### config.mk
export PLATFORM = sky130hd
export DESIGN_NAME = nco_square_gen
export DESIGN_NICKNAME = d
export VERILOG_FILES = /design/src/rtl/nco_pkg.sv /design/src/rtl/nco_reg_bank.sv /design/src/rtl/nco_phase_acc.sv /design/src/rtl/nco_pin_router.sv /design/src/rtl/nco_square_gen.sv
export SDC_FILE = /design/constraint.sdc
export NUM_CORES = 1
export LEC_CHECK = 0
export BUFFER_PORTS_ARGS = -buffer_cell sky130_fd_sc_hd__buf_2
export CAP_MARGIN = 40
export CORE_MARGIN = 1.5
export CORE_UTILIZATION = 51
export DETAILED_ROUTE_END_ITERATION = 12
export PLACE_DENSITY_LB_ADDON = 0.3
export SKIP_LAST_GASP = 1
export SLEW_MARGIN = 10
export SYNTH_ARGS = -nofsm -noshare
export SYNTH_HDL_FRONTEND = slang
export SYNTH_SLANG_ARGS = --single-unit
### constraint.sdc
create_clock -name clk -period 3.7 [get_ports clk]
set_input_delay 0.74 -clock clk [delete_from_list [all_inputs] [get_ports clk]]
set_output_delay 0.74 -clock clk [all_outputs]
set_load 0.005 [all_outputs]
### src/rtl/nco_pkg.sv
// Shared constants and types for the square-wave counter.
// Assumes a 32-bit register port and a 32-bit phase accumulator.
package nco_pkg;

    localparam int DATA_W   = 32;
    localparam int MODE_LSB = 26;
    localparam int MODE_W   = 5;
    localparam int DIV_LSB  = 23;
    localparam int DIV_W    = 3;
    localparam int SEL_W    = 6;

    localparam logic [MODE_W-1:0] MODE_NCO_SE = 5'b00100;

    localparam logic [1:0] ADDR_CTRL = 2'd0;
    localparam logic [1:0] ADDR_INCR = 2'd1;
    localparam logic [1:0] ADDR_ACC  = 2'd2;
    localparam logic [1:0] ADDR_DIR  = 2'd3;

    typedef struct packed {
        logic [MODE_W-1:0] mode;
        logic [DIV_W-1:0]  div;
        logic [SEL_W-1:0]  sel;
    } ctrl_t;

endpackage

### src/rtl/nco_reg_bank.sv
// Register bank: holds control, increment and pin-enable registers,
// decodes the accumulator load strobe and muxes read data.
// Assumes NUM_PINS <= DATA_W so the enable register fits one word.
module nco_reg_bank
    import nco_pkg::*;
#(
    parameter int NUM_PINS = 32
) (
    input  logic                clk,
    input  logic                rst_n,
    input  logic                we,
    input  logic [1:0]          addr,
    input  logic [DATA_W-1:0]   wdata,
    input  logic [DATA_W-1:0]   acc_val,
    output ctrl_t               ctrl,
    output logic [DATA_W-1:0]   incr,
    output logic [NUM_PINS-1:0] dir,
    output logic                acc_load,
    output logic [DATA_W-1:0]   rdata
);

    localparam int PAD_W = DATA_W - NUM_PINS;

    // Decode the accumulator load strobe.
    assign acc_load = we && (addr == ADDR_ACC);

    // Capture register writes; synchronous active-low clear.
    always_ff @(posedge clk) begin
        if (!rst_n) begin
            ctrl <= '0;
            incr <= '0;
            dir  <= '0;
        end else if (we) begin
            case (addr)
                ADDR_CTRL: begin
                    ctrl.mode <= wdata[MODE_LSB +: MODE_W];
                    ctrl.div  <= wdata[DIV_LSB +: DIV_W];
                    ctrl.sel  <= wdata[SEL_W-1:0];
                end
                ADDR_INCR: incr <= wdata;
                ADDR_DIR:  dir  <= wdata[NUM_PINS-1:0];
                default: ;
            endcase
        end
    end

    // Select read data; unused control bits read as zero.
    always_comb begin
        rdata = '0;
        case (addr)
            ADDR_CTRL: begin
                rdata[MODE_LSB +: MODE_W] = ctrl.mode;
                rdata[DIV_LSB +: DIV_W]   = ctrl.div;
                rdata[SEL_W-1:0]          = ctrl.sel;
            end
            ADDR_INCR: rdata = incr;
            ADDR_ACC:  rdata = acc_val;
            default:   rdata = {{PAD_W{1'b0}}, dir};
        endcase
    end

    // reset leaves every register cleared
    a_r1_reset_clear: assert property (@(posedge clk) disable iff (!rst_n)
        !$past(rst_n) |-> (ctrl == '0 && incr == '0 && dir == '0));

    // the divider field keeps the value last written
    a_r7_div_capture: assert property (@(posedge clk) disable iff (!rst_n)
        ($past(rst_n) && $past(we) && $past(addr) == ADDR_CTRL)
        |-> ctrl.div == $past(wdata[DIV_LSB +: DIV_W]));

endmodule

### src/rtl/nco_phase_acc.sv
// Phase accumulator: adds the increment every clock and wraps modulo
// 2^ACC_W. A load replaces the sum for that cycle.
module nco_phase_acc #(
    parameter int ACC_W = 32
) (
    input  logic             clk,
    input  logic             rst_n,
    input  logic             load,
    input  logic [ACC_W-1:0] load_val,
    input  logic [ACC_W-1:0] incr,
    output logic [ACC_W-1:0] acc
);

    // Advance the phase or load it; synchronous active-low clear.
    always_ff @(posedge clk) begin
        if (!rst_n)    acc <= '0;
        else if (load) acc <= load_val;
        else           acc <= acc + incr;
    end

    // without a load the phase advances by the old increment
    a_r2_step: assert property (@(posedge clk) disable iff (!rst_n)
        ($past(rst_n) && !$past(load)) |-> acc == $past(acc) + $past(incr));

    // a load wins over the addition
    a_r3_load_wins: assert property (@(posedge clk) disable iff (!rst_n)
        ($past(rst_n) && $past(load)) |-> acc == $past(load_val));

endmodule

### src/rtl/nco_pin_router.sv
// Mode decoder and pin router: in single-ended oscillator mode, sends the
// phase MSB to the selected pin if that pin is enabled. All other pins,
// and all pins in every other mode, stay low.
module nco_pin_router
    import nco_pkg::*;
#(
    parameter int NUM_PINS = 32
) (
    input  logic                clk,
    input  logic                rst_n,
    input  logic [MODE_W-1:0]   mode,
    input  logic [SEL_W-1:0]    sel,
    input  logic [NUM_PINS-1:0] dir,
    input  logic                phase_msb,
    output logic [NUM_PINS-1:0] pin_out
);

    logic osc_on;

    // Recognise the only implemented mode code.
    assign osc_on = (mode == MODE_NCO_SE);

    // Build one gated pin driver per output.
    for (genvar i = 0; i < NUM_PINS; i++) begin : g_pin
        assign pin_out[i] = osc_on && (sel == SEL_W'(i)) && dir[i] && phase_msb;
    end

    // unimplemented modes keep the port low
    a_r4_mode_off_low: assert property (@(posedge clk) disable iff (!rst_n)
        (mode != MODE_NCO_SE) |-> pin_out == '0);

    // at most one pin is active
    a_r5_single_pin: assert property (@(posedge clk) disable iff (!rst_n)
        $onehot0(pin_out));

    // only enabled pins may be high
    a_r6_gated: assert property (@(posedge clk) disable iff (!rst_n)
        (pin_out & ~dir) == '0);

endmodule

### src/rtl/nco_square_gen.sv
// Top level of the square-wave counter: register bank, phase accumulator
// and pin router. Assumes NUM_PINS <= 32 and a synchronous active-low reset.
module nco_square_gen
    import nco_pkg::*;
#(
    parameter int NUM_PINS = 32
) (
    input  logic                clk,
    input  logic                rst_n,
    input  logic                reg_we,
    input  logic [1:0]          reg_addr,
    input  logic [31:0]         reg_wdata,
    output logic [31:0]         reg_rdata,
    output logic [NUM_PINS-1:0] pin_out
);

    ctrl_t               ctrl;
    logic [DATA_W-1:0]   incr;
    logic [DATA_W-1:0]   acc;
    logic [NUM_PINS-1:0] dir;
    logic                acc_load;

    nco_reg_bank #(.NUM_PINS(NUM_PINS)) regs_i (
        .clk      (clk),
        .rst_n    (rst_n),
        .we       (reg_we),
        .addr     (reg_addr),
        .wdata    (reg_wdata),
        .acc_val  (acc),
        .ctrl     (ctrl),
        .incr     (incr),
        .dir      (dir),
        .acc_load (acc_load),
        .rdata    (reg_rdata)
    );

    nco_phase_acc #(.ACC_W(DATA_W)) acc_i (
        .clk      (clk),
        .rst_n    (rst_n),
        .load     (acc_load),
        .load_val (reg_wdata),
        .incr     (incr),
        .acc      (acc)
    );

    nco_pin_router #(.NUM_PINS(NUM_PINS)) route_i (
        .clk       (clk),
        .rst_n     (rst_n),
        .mode      (ctrl.mode),
        .sel       (ctrl.sel),
        .dir       (dir),
        .phase_msb (acc[DATA_W-1]),
        .pin_out   (pin_out)
    );

endmodule

### Word level (Yosys, flattened, before mapping)

Cells that the tools add are included.

* add/sub/neg operators: 1
* equality and inequality tests: 35
* muxes and demuxes: 5
* reductions and logical operators: 102

Operator list (count)
* 1-bit logical AND: 97
* 6-bit by 5-bit equality test with 1-bit output, second input constant: 16
* 17-bit case mux with 3 select lines: 1
* 6-bit by 4-bit equality test with 1-bit output, second input constant: 8
* 32-bit adder: 1
* 32-bit 2-to-1 mux: 1
* 6-bit by 3-bit equality test with 1-bit output, second input constant: 4
* 8-bit case mux with 3 select lines: 1
* 6-bit case mux with 3 select lines: 1
* 6-bit by 2-bit equality test with 1-bit output, second input constant: 2
* 6-bit by 1-bit equality test with 1-bit output, second input constant: 1
* 6-bit logical NOT: 1
* 2-bit AND reduction: 3
* 5-bit by 3-bit equality test with 1-bit output, second input constant: 1
* 2-bit equality test, second input constant: 2
* 1-bit case mux with 3 select lines: 1
* 2-bit by 1-bit equality test with 1-bit output, second input constant: 1
* 2-bit logical NOT: 1

* register bits after elaboration: 110
* output and inout port bits: 64
* word-level logic and storage cells: 149
* input bits: 37

### Depth between registers and ports, before layout

Gate-level depths: netlist of the first run.

* depth after elaboration: 4
* depth in mapped cells: 9
* gate-level depth less buffers: 9

### Hierarchy

Synthesis of the first run repeated with hierarchy kept, for this count alone.

* cells, all modules: 755
* area total of the unflattened synthesis: 6925.4 µm²

Modules (own cells, without submodules)
* nco_reg_bank: area an instance 3642.2 µm², times used 1, cells an instance 353, seq. area each 1561.5 µm²
* nco_phase_acc: area an instance 2817.7 µm², times used 1, cells an instance 343, seq. area each 640.6 µm²
* nco_pin_router: area an instance 465.4 µm², times used 1, cells an instance 59, seq. area each 0.0 µm²

### Worst setup path before layout of the first run

No wires, ideal clock.

* path type: input port to output port
* start: in reg_addr[0]
* end: out reg_rdata[1]
* setup slack: 925 ps
* arrival time: 2035 ps
* buffers on the path: 2
* stages on the path: 3
* data required time: 2960 ps
* path through: clkbuf_1 > buf_1 > mux4_2

* word-level cells in the longest chain between the ends: 2
* elaborated cells between the ends (all ways): 4
* those cells by class: 2 x eq/ne; 1 x mux; 1 x reduce/logical

Ends and longest elaborated chain
* start, declared: RTL line nco_square_gen.sv:11 `input logic [1:0] reg_addr,`
* 2-bit equality test, or another cell as far along: RTL line nco_reg_bank.sv:50 `case (addr)`
* 6-bit case mux with 3 select lines *: RTL line nco_reg_bank.sv:50
* end, declared: RTL line nco_square_gen.sv:13 `output logic [31:0] reg_rdata,`

Mark *: on every way between the ends. The rest lies on a longest branch, timed or not.

### Final worst setup path of the first run

* start: reg, netlist name regs_i.ctrl[12]
* end: out pin_out[27]

* word-level cells in the longest chain between the ends: 4

Ends and longest elaborated chain
* 5-bit by 3-bit equality test with 1-bit output: RTL line nco_pin_router.sv:21 `assign osc_on = (mode == MODE_NCO_SE);`
* 1-bit logical AND (3 in series): RTL line nco_pin_router.sv:25 `assign pin_out[i] = osc_on && (sel == SEL_W'(i)) && dir[i] && phase_msb;`
* end, declared: RTL line nco_square_gen.sv:14 `output logic [NUM_PINS-1:0] pin_out`

No other way between the ends.

==> results.tsv, run 1 <==
metric	value	unit
outcome	finished clean	
cell type contributing the most total cell area after synthesis	sky130_fd_sc_hd__dfxtp_1	
commonest cells after routing, fill and taps aside	sky130_fd_sc_hd__nand2_1, sky130_fd_sc_hd__a21oi_1, sky130_fd_sc_hd__dfxtp_1	
Pwr per Cell Area	367	nW/µm²
via count of the first global-routing pass	6178	
half-perimeter wire length of the detailed placement result	15.9	mm
TritonCTS clock tree	built	
Ys Warns	0	
Post-CTS Setup Repair Bufs	0	
number of top-level design ports	101	
setup total negative slack	0	ps
clock insertion delay at the later pin of the skew report	360	ps
data required time at the worst endpoint	2960	ps
number of storage elements in the synthesis netlist	110	
leakage power figure	3.32	nW
overall routed net length	21.9	mm
CORE AREA	12700	µm²
number of remaining DRC errors	0	
number of enable flip-flop cells after synthesis	0	
async set-or-reset flop fraction in the synthesized netlist	0	%
number of buffers created by CTS	9	
routability-driven placement congestion ratio	0.934	
clock net sink count	110	
Synth top area share	33.0	%
depth of the critical timing path with buffers and inverters included	6	
total of cells resized after clock tree synthesis	0	
Hold Path Depth	2	
RSZ-0062 raised after global routing	no	
endpoint kind of the worst setup timing path	output pin	
y dimension of the die	117	µm
critical-path cell with the highest stage delay	sky130_fd_sc_hd__nor4_1	
average wire length per cell after detail routing	19.5	µm
biggest cell delay along the critical path	560	ps
hold crit path type	flop to flop	
Total GRT Usage	31.0	%
global-route wire length before repair	33.8	mm
# Max-Cap Violations	0	
antenna violations before repair	1	
global route total overflow	0	
vias after detailed routing	6864	
critical path type	flop to output pin	
maximum number of pins on one net before global-route repair	30	
fraction of final layout cells with drive strength greater than 1	18.7	%
most area-consuming cells after synthesis	sky130_fd_sc_hd__dfxtp_1, sky130_fd_sc_hd__nand2_1, sky130_fd_sc_hd__a21oi_1	
number of port buffers	100	
final setup fails	0	
period utilisation layout	84.2	%
smallest hold slack	465	ps
detailed-router iteration count before antenna repair	5	
fill cell count	1192	
count of distinct cell types in the synthesized netlist	57	
ratio of routed vias to standard cells	6.13	
slew of the pin with the lowest slew margin	928	ps
Avg Cell Area, Syn	7.70	µm²
final worst path period need	3120	ps
Slew Limit Headroom	37.7	%
Seq/Total Area, Yosys	33.0	%
Die Span X	117	µm
crit-path leading delay family	simple AND/OR/NAND/NOR gates	
Critical Path, Cell by Cell	nand2b_1 -> nor4_1 -> nand3_1 -> nor2_1 -> and3_1 -> buf_2	
post-synthesis to final-layout area growth	14.8	%
cell chosen for the clock root	sky130_fd_sc_hd__clkbuf_16	
number of failing hold endpoints at the final stage	0	
Layout Utilization	60.4	%
Synth Instances	866	
critical path peak fanout	6	
initial drt markers	611	
hold-fix buffers at CTS	0	
number of nets in the synthesized netlist	935	
worst path buffer plus inverter count	1	
starting density of the core	52.6	%
logic depth of the worst register-to-register path	9	
antenna viol nets, final	0	
Arrival @ worst endpoint	2380	ps
clock slew at reported path FFs	70	ps
post-synthesis cell area	6670	µm²
depth of the CTS H-tree	3	
Core Rows	41	
Post-Route Skew	7.82	ps
Bufs on Longest Clock Path	2	
most common cell after layout, fill and taps aside	sky130_fd_sc_hd__nand2_1	
Post-layout nets	1010	
CP startpoint kind	flop	
die outline area	13800	µm²
main flop type after synthesis	sky130_fd_sc_hd__dfxtp_1	
maximum VDD drop	0.271	mV
max-slew violations	0	
Achievable Freq	0.321	GHz
[synth_stat cells (2+ instances only)]
| master | count |
|---|---|
| sky130_fd_sc_hd__or3_1 | 7 |
| sky130_fd_sc_hd__nand2b_1 | 5 |
| sky130_fd_sc_hd__a21boi_0 | 3 |
| sky130_fd_sc_hd__o211ai_1 | 9 |
| sky130_fd_sc_hd__xnor2_1 | 8 |
| sky130_fd_sc_hd__a221oi_1 | 2 |
| sky130_fd_sc_hd__and2_1 | 7 |
| sky130_fd_sc_hd__a21oi_1 | 125 |
| sky130_fd_sc_hd__nor4b_1 | 2 |
| sky130_fd_sc_hd__mux2_2 | 18 |
| sky130_fd_sc_hd__nor2_1 | 46 |
| sky130_fd_sc_hd__o21ai_1 | 4 |
| sky130_fd_sc_hd__a211oi_1 | 8 |
| sky130_fd_sc_hd__nand2_1 | 203 |
| sky130_fd_sc_hd__nor4_1 | 3 |
| sky130_fd_sc_hd__o31ai_1 | 2 |
| sky130_fd_sc_hd__nand2_2 | 2 |
| sky130_fd_sc_hd__buf_1 | 10 |
| sky130_fd_sc_hd__nor3_1 | 13 |
| sky130_fd_sc_hd__nor2b_1 | 3 |
| sky130_fd_sc_hd__a21o_1 | 10 |
| sky130_fd_sc_hd__dfxtp_1 | 110 |
| sky130_fd_sc_hd__nand3_1 | 25 |
| sky130_fd_sc_hd__mux4_2 | 14 |
| sky130_fd_sc_hd__mux2i_1 | 6 |
| sky130_fd_sc_hd__a22o_1 | 18 |
| sky130_fd_sc_hd__clkbuf_2 | 2 |
| sky130_fd_sc_hd__o21ai_0 | 25 |
| sky130_fd_sc_hd__o21bai_1 | 2 |
| sky130_fd_sc_hd__nand4_1 | 12 |
| sky130_fd_sc_hd__and3_1 | 39 |
| sky130_fd_sc_hd__or2_2 | 4 |
| sky130_fd_sc_hd__inv_1 | 5 |
| sky130_fd_sc_hd__o21a_1 | 4 |
| sky130_fd_sc_hd__a211o_1 | 2 |
| sky130_fd_sc_hd__or4_1 | 4 |
| sky130_fd_sc_hd__xor2_1 | 5 |
| sky130_fd_sc_hd__ha_1 | 31 |
| sky130_fd_sc_hd__a31oi_1 | 6 |
| sky130_fd_sc_hd__nor3b_1 | 5 |
| sky130_fd_sc_hd__clkbuf_1 | 41 |
[area by class of cell]
| cell class | instances | area [µm²] | area share (%) |
|---|---|---|---|
| multi-input combinational | 696 | 4230 | 55.3 |
| sequential | 110 | 2200 | 28.8 |
| timing repair buffer | 119 | 651 | 8.51 |
| clock buffer | 10 | 239 | 3.12 |
| tap | 172 | 215 | 2.81 |
| clock inverter | 6 | 85.1 | 1.11 |
| inverter | 5 | 18.8 | 0.245 |
| antenna | 2 | 5.00 | 0.0654 |
[through the flow]
step	worst slack (ps)	instance area [µm²]	instances	power (mW)
3_3_place_gp	779	7310	1100	1.76
6_report	584	7650	1120	2.81
4_1_cts	580	7640	1118	2.81
2_1_floorplan	925	6670	866	1.61
3_5_place_dp	749	7320	1102	1.77
5_1_grt	376	7640	1118	2.91
[sequential cells by signal, indices dropped and copies added, names as in the netlist]
register     cells
regs_i.ctrl     14
regs_i.dir      32
acc_i.acc       32
regs_i.incr     32
[metal layers]
metal / global-route usage (%) / up-vias / share of wire (%)
li1: - / 3254 / -
met1: 42.2 / 3192 / 43
met2: 46.9 / 358 / 43
met3: 7.15 / 60 / 9.6
met4: 13.9 / 0 / 4.0
met5: 0 / - / 0
[final timing paths]
| kind | startpoint | end | slack [ps] |
|---|---|---|---|
| setup / recovery | regs_i.ctrl[12] | pin_out[27] | 580 |
| hold / removal | regs_i.ctrl[8] | regs_i.ctrl[8] | 470 |
| setup reg to reg | regs_i.incr[0] | acc_i.acc[28] | 960 |
| hold reg to reg | regs_i.ctrl[8] | regs_i.ctrl[8] | 470 |
[power breakdown]
part | switching, mW | internal [mW] | leakage [nW]
Sequential | 0.0498 | 1.24 | 0.896
Clock | 0.448 | 0.610 | 0.154
Combinational | 0.278 | 0.179 | 2.27
Total | 0.775 | 2.03 | 3.32
[worst reg2reg max path, delay by kind of cell (launching register included)]
kind,cells,cell delay [ps]
AOI/OAI and AO/OA,5,1030
and+or+nand+nor,2,650
adders and majority gates,2,620
DFF,1,330
[cell families (layout without fill, tap and decap cells)]
logic type,count (synthesis),count (layout),synth area share [%]
simple gates,384,384,26.3
compound gates,229,229,20.7
flops,110,110,33.0
buf+inv,60,140,3.49
mux,38,38,8.67
fa+ha+maj,32,32,6.12
xor+xnor,13,13,1.71
other cells,0,2,0
Power figures use the tool's default switching activity.
==> inputs of run 2 (changes only) <==
Settings changed: ABC_AREA set to 1.
Clock period 3.7 ns to 2.6 ns, I/O delays scaled along.
==> run 2 against run 1 <==
  * Design area is 7.3% higher
  * Largest power group unchanged
  * Count of clock-buffer cells in the layout stayed put
  * Critical path type unchanged
  * Wire length is 1.8% higher
  * Synthesized cell count is 35% higher
  * Via count is 11% higher
  * Die area is 9.1% higher
  * Critical endpoint is now pin_out[23]
==> results.tsv, run 2 <==
metric	value	unit	change
Pwr per Cell Area	498	nW/µm²	was 367 nW/µm²
clock net sink count	110		unchanged
antenna viol nets, final	0		unchanged
clock insertion delay at the later pin of the skew report	360	ps	about the same
fraction of final layout cells with drive strength greater than 1	12.8	%	was 18.7%
# Max-Cap Violations	0		unchanged
Seq/Total Area, Yosys	30.2	%	was 33.0%
number of enable flip-flop cells after synthesis	0		unchanged
average wire length per cell after detail routing	15.5	µm	was 19.5 µm
CP startpoint kind	flop		unchanged
vias after detailed routing	7586		was 6864
detailed-router iteration count before antenna repair	7		was 5
final worst path period need	2450	ps	
count leader, synth	sky130_fd_sc_hd__nand2_1		unchanged
Post-Route Skew	9.77	ps	was 7.82 ps
commonest cells after routing, fill and taps aside	sky130_fd_sc_hd__nand2_1, sky130_fd_sc_hd__inv_1, sky130_fd_sc_hd__dfxtp_1		was sky130_fd_sc_hd__nand2_1, sky130_fd_sc_hd__a21oi_1, sky130_fd_sc_hd__dfxtp_1
via count of the first global-routing pass	6734		was 6178
final setup fails	0		unchanged
number of buffers created by CTS	9		unchanged
overall routed net length	22.3	mm	was 21.9 mm
Die Span X	123	µm	was 117 µm
main flop type after synthesis	sky130_fd_sc_hd__dfxtp_1		unchanged
Slew Limit Headroom	58.4	%	was 37.7%
Bufs on Longest Clock Path	2		unchanged
number of standard cells in the final layout excluding fillers	1433		was 1120
hold crit path type	input pin to flop		was flop to flop
number of port buffers	100		unchanged
Arrival @ worst endpoint	1930	ps	was 2380 ps
RSZ-0062 raised after global routing	no		unchanged
Total GRT Usage	30.9	%	was 31.0%
starting density of the core	52.3	%	was 52.6%
number of storage elements in the synthesis netlist	110		unchanged
half-perimeter wire length of the detailed placement result	17.0	mm	was 15.9 mm
Post-layout nets	1317		was 1010
CORE AREA	13900	µm²	was 12700 µm²
most common cell after layout, fill and taps aside	sky130_fd_sc_hd__nand2_1		unchanged
number of top-level design ports	101		unchanged
count of distinct cell types in the synthesized netlist	39		was 57
global route total overflow	0		unchanged
async set-or-reset flop fraction in the synthesized netlist	0	%	unchanged
smallest hold slack	444	ps	was 465 ps
# placed instances	1417		was 1102
Achievable Freq	0.407	GHz	
Synth top area share	30.2	%	was 33.0%
clock slew at reported path FFs	80	ps	was 70 ps
antenna cell count	0		was 2
Avg Cell Area, Syn	6.22	µm²	was 7.70 µm²
y dimension of the die	123	µm	was 117 µm
total power of the final layout	4.09	mW	was 2.81 mW
routability-driven placement congestion ratio	0.943		was 0.934
critical path type	flop to output pin		unchanged
number of failing hold endpoints at the final stage	0		unchanged
data required time at the worst endpoint	2080	ps	was 2960 ps
max-slew violations	0		unchanged
die outline area	15000	µm²	was 13800 µm²
maximum number of pins on one net before global-route repair	65		was 30
endpoint kind of the worst setup timing path	output pin		unchanged
most area-consuming cells after synthesis	sky130_fd_sc_hd__dfxtp_1, sky130_fd_sc_hd__nand2_1, sky130_fd_sc_hd__inv_1		was sky130_fd_sc_hd__dfxtp_1, sky130_fd_sc_hd__nand2_1, sky130_fd_sc_hd__a21oi_1
depth of the CTS H-tree	3		unchanged
antenna violations before repair	0		was 1
leakage power figure	4.31	nW	was 3.32 nW
maximum VDD drop	0.308	mV	was 0.271 mV
critical path peak fanout	4		was 6
global-route wire length before repair	35.5	mm	was 33.8 mm
cell chosen for the clock root	sky130_fd_sc_hd__clkbuf_16		unchanged
Ys Warns	0		unchanged
number of nets in the synthesized netlist	1240		was 935
Core Rows	43		was 41
initial drt markers	666		was 611
ranking of synthesized cells by instance count	sky130_fd_sc_hd__nand2_1, sky130_fd_sc_hd__inv_1, sky130_fd_sc_hd__dfxtp_1, sky130_fd_sc_hd__a21oi_1, sky130_fd_sc_hd__nor2_1		was sky130_fd_sc_hd__nand2_1, sky130_fd_sc_hd__a21oi_1, sky130_fd_sc_hd__dfxtp_1, sky130_fd_sc_hd__nor2_1, sky130_fd_sc_hd__clkbuf_1
period utilisation layout	94.4	%	
post-synthesis cell area	7290	µm²	was 6670 µm²
ratio of routed vias to standard cells	5.29		was 6.13
Synth Instances	1171		was 866
registers with the highest flip-flop counts	acc_i.acc (32), regs_i.dir (32), regs_i.incr (32)		unchanged
number of remaining DRC errors	0		unchanged
slew of the pin with the lowest slew margin	624	ps	was 928 ps
post-synthesis to final-layout area growth	12.6	%	was 14.8%
TritonCTS clock tree	built		unchanged
cell type contributing the most total cell area after synthesis	sky130_fd_sc_hd__dfxtp_1		unchanged
setup total negative slack	0	ps	unchanged
outcome	finished clean		unchanged
## run 2: cell count changes after synthesis, moves of 17 or more
cell,delta
sky130_fd_sc_hd__and3_1,-38
sky130_fd_sc_hd__clkbuf_1,-17
sky130_fd_sc_hd__o21ai_0,+72
sky130_fd_sc_hd__nand3_1,+22
sky130_fd_sc_hd__o221ai_1,+18
sky130_fd_sc_hd__nand2_1,+62
sky130_fd_sc_hd__nor3_1,+26
sky130_fd_sc_hd__nor2_1,+55
sky130_fd_sc_hd__mux2_2,-18
sky130_fd_sc_hd__a21oi_1,-19
sky130_fd_sc_hd__inv_1,+220
sky130_fd_sc_hd__a22o_1,-18
## run 2: stage by stage
step	utilization [%]	setup slack (ps)	cell area [µm²]
6_report	58.9	145	8210
3_5_place_dp	56.8	322	7920
3_3_place_gp	56.6	349	7890
2_1_floorplan	-	741	7290
4_1_cts	58.9	128	8200
5_1_grt	58.9	45.9	8210
## run 2: cell families (layout without fill, tap and decap cells)
group	count (synthesis)	after routing	synth area share (%)
xor gates and xnor gates	15	15	1.80
AOI/OAI and AO/OA	251	251	19.0
and+or+nand+nor	486	486	28.3
adders and majority gates	32	32	5.60
DFF	110	110	30.2
buffers and inverters	277	359	15.0
## run 2: path summary, 6_finish.rpt
path,start,end,slack (ps),depth (start not counted)
min,reg_wdata[28],regs_i.ctrl[11],440,3
max reg2reg,acc_i.acc[0],acc_i.acc[24],490,12
max,regs_i.ctrl[13],pin_out[23],150,7
min reg2reg,regs_i.incr[30],regs_i.incr[30],470,2
## run 2: area by class of cell
type | count | area, µm²
clock buffers | 10 | 229
clock inverters | 6 | 53.8
fillers | 1378 | 5730
inverters | 230 | 863
multi-input cells | 784 | 3990
flip-flops and latches | 110 | 2200
well taps | 180 | 225
repair buffers | 113 | 643
## run 2: timing repair
action                                  in CTS  in global routing
hold buffers                                 0                  0
resized for setup                            0                  1
setup buffers                                0                  0
endpoints found under the setup margin       0                  1
## run 2: power breakdown
| group | total, mW | switching, mW | internal, mW |
|---|---|---|---|
| registers | 1.87 | 0.0692 | 1.80 |
| logic | 0.845 | 0.548 | 0.297 |
| clock network | 1.37 | 0.702 | 0.670 |
| total | 4.09 | 1.32 | 2.77 |
## run 2: per-layer routing
| layer | up-vias | wire length [µm] | GRT usage (%) |
|---|---|---|---|
| li1 | 3867 | - | - |
| met3 | 43 | 1360 | 3.72 |
| met1 | 3381 | 10900 | 44.5 |
| met5 | - | 0 | 0 |
| met4 | 0 | 602 | 10.6 |
| met2 | 295 | 9360 | 47.6 |
## run 2: critical path: stages, from the launching register on
cell,delay (ps)
sky130_fd_sc_hd__dfxtp_1,340
sky130_fd_sc_hd__nor3_1,170
sky130_fd_sc_hd__and3_2,270
sky130_fd_sc_hd__inv_2,60
sky130_fd_sc_hd__nor2_1,180
sky130_fd_sc_hd__nand2_1,170
sky130_fd_sc_hd__nor3_1,210
sky130_fd_sc_hd__buf_2,160
==> inputs of run 3 (changes only) <==
Settings changed: CTS_BUF_LIST set to sky130_fd_sc_hd__clkbuf_8.
==> run 3 against run 2 <==
  * Sequential share of layout area increased by 0.33 points
  * Largest cell class unchanged
  * Clock power is 25% lower
  * Highest routed layer unchanged
  * Die area is the same
  * Global-route usage fell by 0.17 points
  * Total power shrank 8.4%
  * Sequential cell count did not move
  * Maximum frequency shrank 2.7%
  * Non-clock buffer count unchanged
  * Utilization down 0.68 points
  * Critical path depth unchanged
==> results.tsv, run 3 (same netlist as run 2, synthesis figures left out) <==
metric	value	unit	change
# placed instances	1417		unchanged
met3 wirelength from detailed routing	1.52	mm	was 1.36 mm
cell chosen for the clock root	sky130_fd_sc_hd__clkbuf_8		was sky130_fd_sc_hd__clkbuf_16
overall routed net length	22.2	mm	was 22.3 mm
period utilisation layout	97.0	%	was 94.4%
outcome	finished clean		unchanged
Post-Route Skew	14.1	ps	was 9.77 ps
depth of the CTS H-tree	3		unchanged
number of port buffers	100		unchanged
TritonCTS clock tree	built		unchanged
data required time at the worst endpoint	2080	ps	about the same
global route total overflow	0		unchanged
y dimension of the die	123	µm	unchanged
slew of the pin with the lowest slew margin	617	ps	was 624 ps
ratio of routed vias to standard cells	5.30		was 5.29
startpoint of the most critical setup path	regs_i.ctrl[13]		unchanged
antenna violations before repair	0		unchanged
Layout Utilization	58.2	%	was 58.9%
Total GRT Usage	30.7	%	was 30.9%
detailed-router iteration count before antenna repair	5		was 7
area of all placed cells without fillers	8110	µm²	was 8210 µm²
number of failing hold endpoints at the final stage	0		unchanged
routability-driven placement congestion ratio	0.943		unchanged
Core Rows	43		unchanged
CP startpoint kind	flop		unchanged
smallest hold slack	399	ps	was 444 ps
setup total negative slack	0	ps	unchanged
startpoint of the lowest-slack hold path	reg_wdata[28]		unchanged
Post-layout nets	1317		unchanged
clock slew at reported path FFs	110	ps	was 80 ps
antenna cell count	0		unchanged
commonest cells after routing, fill and taps aside	sky130_fd_sc_hd__nand2_1, sky130_fd_sc_hd__inv_1, sky130_fd_sc_hd__dfxtp_1		unchanged
Slew Limit Headroom	58.9	%	was 58.4%
clock insertion delay at the later pin of the skew report	400	ps	was 360 ps
registers with the highest flip-flop counts	acc_i.acc (32), regs_i.dir (32), regs_i.incr (32)		unchanged
clock net sink count	110		unchanged
RSZ-0062 raised after global routing	no		unchanged
Placed Area	7920	µm²	unchanged
vias after detailed routing	7600		was 7586
max-slew violations	0		unchanged
number of buffers created by CTS	9		unchanged
leakage power figure	4.26	nW	was 4.31 nW
Crit Reg-Reg Startpoint	acc_i.acc[0]		unchanged
average wire length per cell after detail routing	15.5	µm	about the same
endpoint kind of the worst setup timing path	output pin		unchanged
fill cell count	1392		was 1378
post-synthesis to final-layout area growth	11.3	%	was 12.6%
maximum VDD drop	0.235	mV	was 0.308 mV
number of standard cells in the final layout excluding fillers	1433		unchanged
routed wire length on met2	9.38	mm	was 9.36 mm
global-route wire length before repair	35.3	mm	was 35.5 mm
starting density of the core	52.3	%	unchanged
number of remaining DRC errors	0		unchanged
CORE AREA	13900	µm²	unchanged
final worst path period need	2520	ps	was 2450 ps
fraction of final layout cells with drive strength greater than 1	13.0	%	was 12.8%
Post-Route M1 WL	10.7	mm	was 10.9 mm
antenna viol nets, final	0		unchanged
die outline area	15000	µm²	unchanged
hold crit path type	input pin to flop		unchanged
Achievable Freq	0.396	GHz	was 0.407 GHz
Arrival @ worst endpoint	2000	ps	was 1930 ps
Pwr per Cell Area	462	nW/µm²	was 498 nW/µm²
number of top-level design ports	101		unchanged
half-perimeter wire length of the detailed placement result	17.0	mm	unchanged
Die Span X	123	µm	unchanged
uppermost layer routed	met4		unchanged
most common cell after layout, fill and taps aside	sky130_fd_sc_hd__nand2_1		unchanged
maximum number of pins on one net before global-route repair	65		unchanged
via count of the first global-routing pass	6719		was 6734
# Max-Cap Violations	0		unchanged
critical path type	flop to output pin		unchanged
initial drt markers	682		was 666
critical path peak fanout	4		unchanged
Bufs on Longest Clock Path	2		unchanged
final setup fails	0		unchanged
## run 3: cell types whose count changed in the layout (fill, tap and decap cells not counted), sizes merged
cell	before	now
inv	233	234
clkbuf	10	9
## run 3: path summary, 6_finish.rpt
| kind | end | slack [ps] | cells after the start |
|---|---|---|---|
| worst max-delay path | pin_out[23] | 80 | 7 |
| worst min-delay path | regs_i.ctrl[11] | 400 | 3 |
| worst max register to register | acc_i.acc[28] | 440 | 12 |
| worst min register to register | regs_i.ctrl[12] | 480 | 2 |
## run 3: report_power, final
part / internal [mW] / leakage [nW] / total (mW) / switching (mW)
clock network: 0.363 / 0.0935 / 1.03 / 0.667
registers: 1.80 / 0.903 / 1.87 / 0.0689
logic: 0.296 / 3.27 / 0.843 / 0.547
## run 3: per-layer routing
metal  global-route usage, %  vias up
met5                       0        -
met4                    11.0        0
met3                    3.58       42
met2                    47.1      299
met1                    44.3     3390
li1                        -     3869
## run 3: final cells by class
cell class,instances,area [µm²],share of cell area [%]
inverters,230,863,10.6
well taps,180,225,2.78
multi-input cells,784,3990,49.2
repair buffers,113,643,7.93
clock inverters,7,57.6,0.710
clock buffers,9,124,1.53
flip-flops and latches,110,2200,27.2
## run 3: timing repair
| action | CTS | global route |
|---|---|---|
| setup buffers | 0 | 0 |
| setup endpoints to repair | 0 | 7 |
| gates resized for setup | 0 | 3 |
| hold buffers | 0 | 0 |
## run 3: through the flow
step                      total power [mW]  worst slack (ps)
after detailed placement              2.74               322
after global routing                  3.93              2.91
after CTS                             3.74              70.5
after global placement                2.72               349
after floorplan                       2.47               741
final                                 3.75              77.6
## run 3: critical path, cell delays in order, from the launching register on
cell and delay [ps]:
sky130_fd_sc_hd__dfxtp_1 350, sky130_fd_sc_hd__nor3_1 170, sky130_fd_sc_hd__and3_2 270, sky130_fd_sc_hd__inv_2 70, sky130_fd_sc_hd__nor2_1 170, sky130_fd_sc_hd__nand2_1 170, sky130_fd_sc_hd__nor3_1 230, sky130_fd_sc_hd__buf_2 170
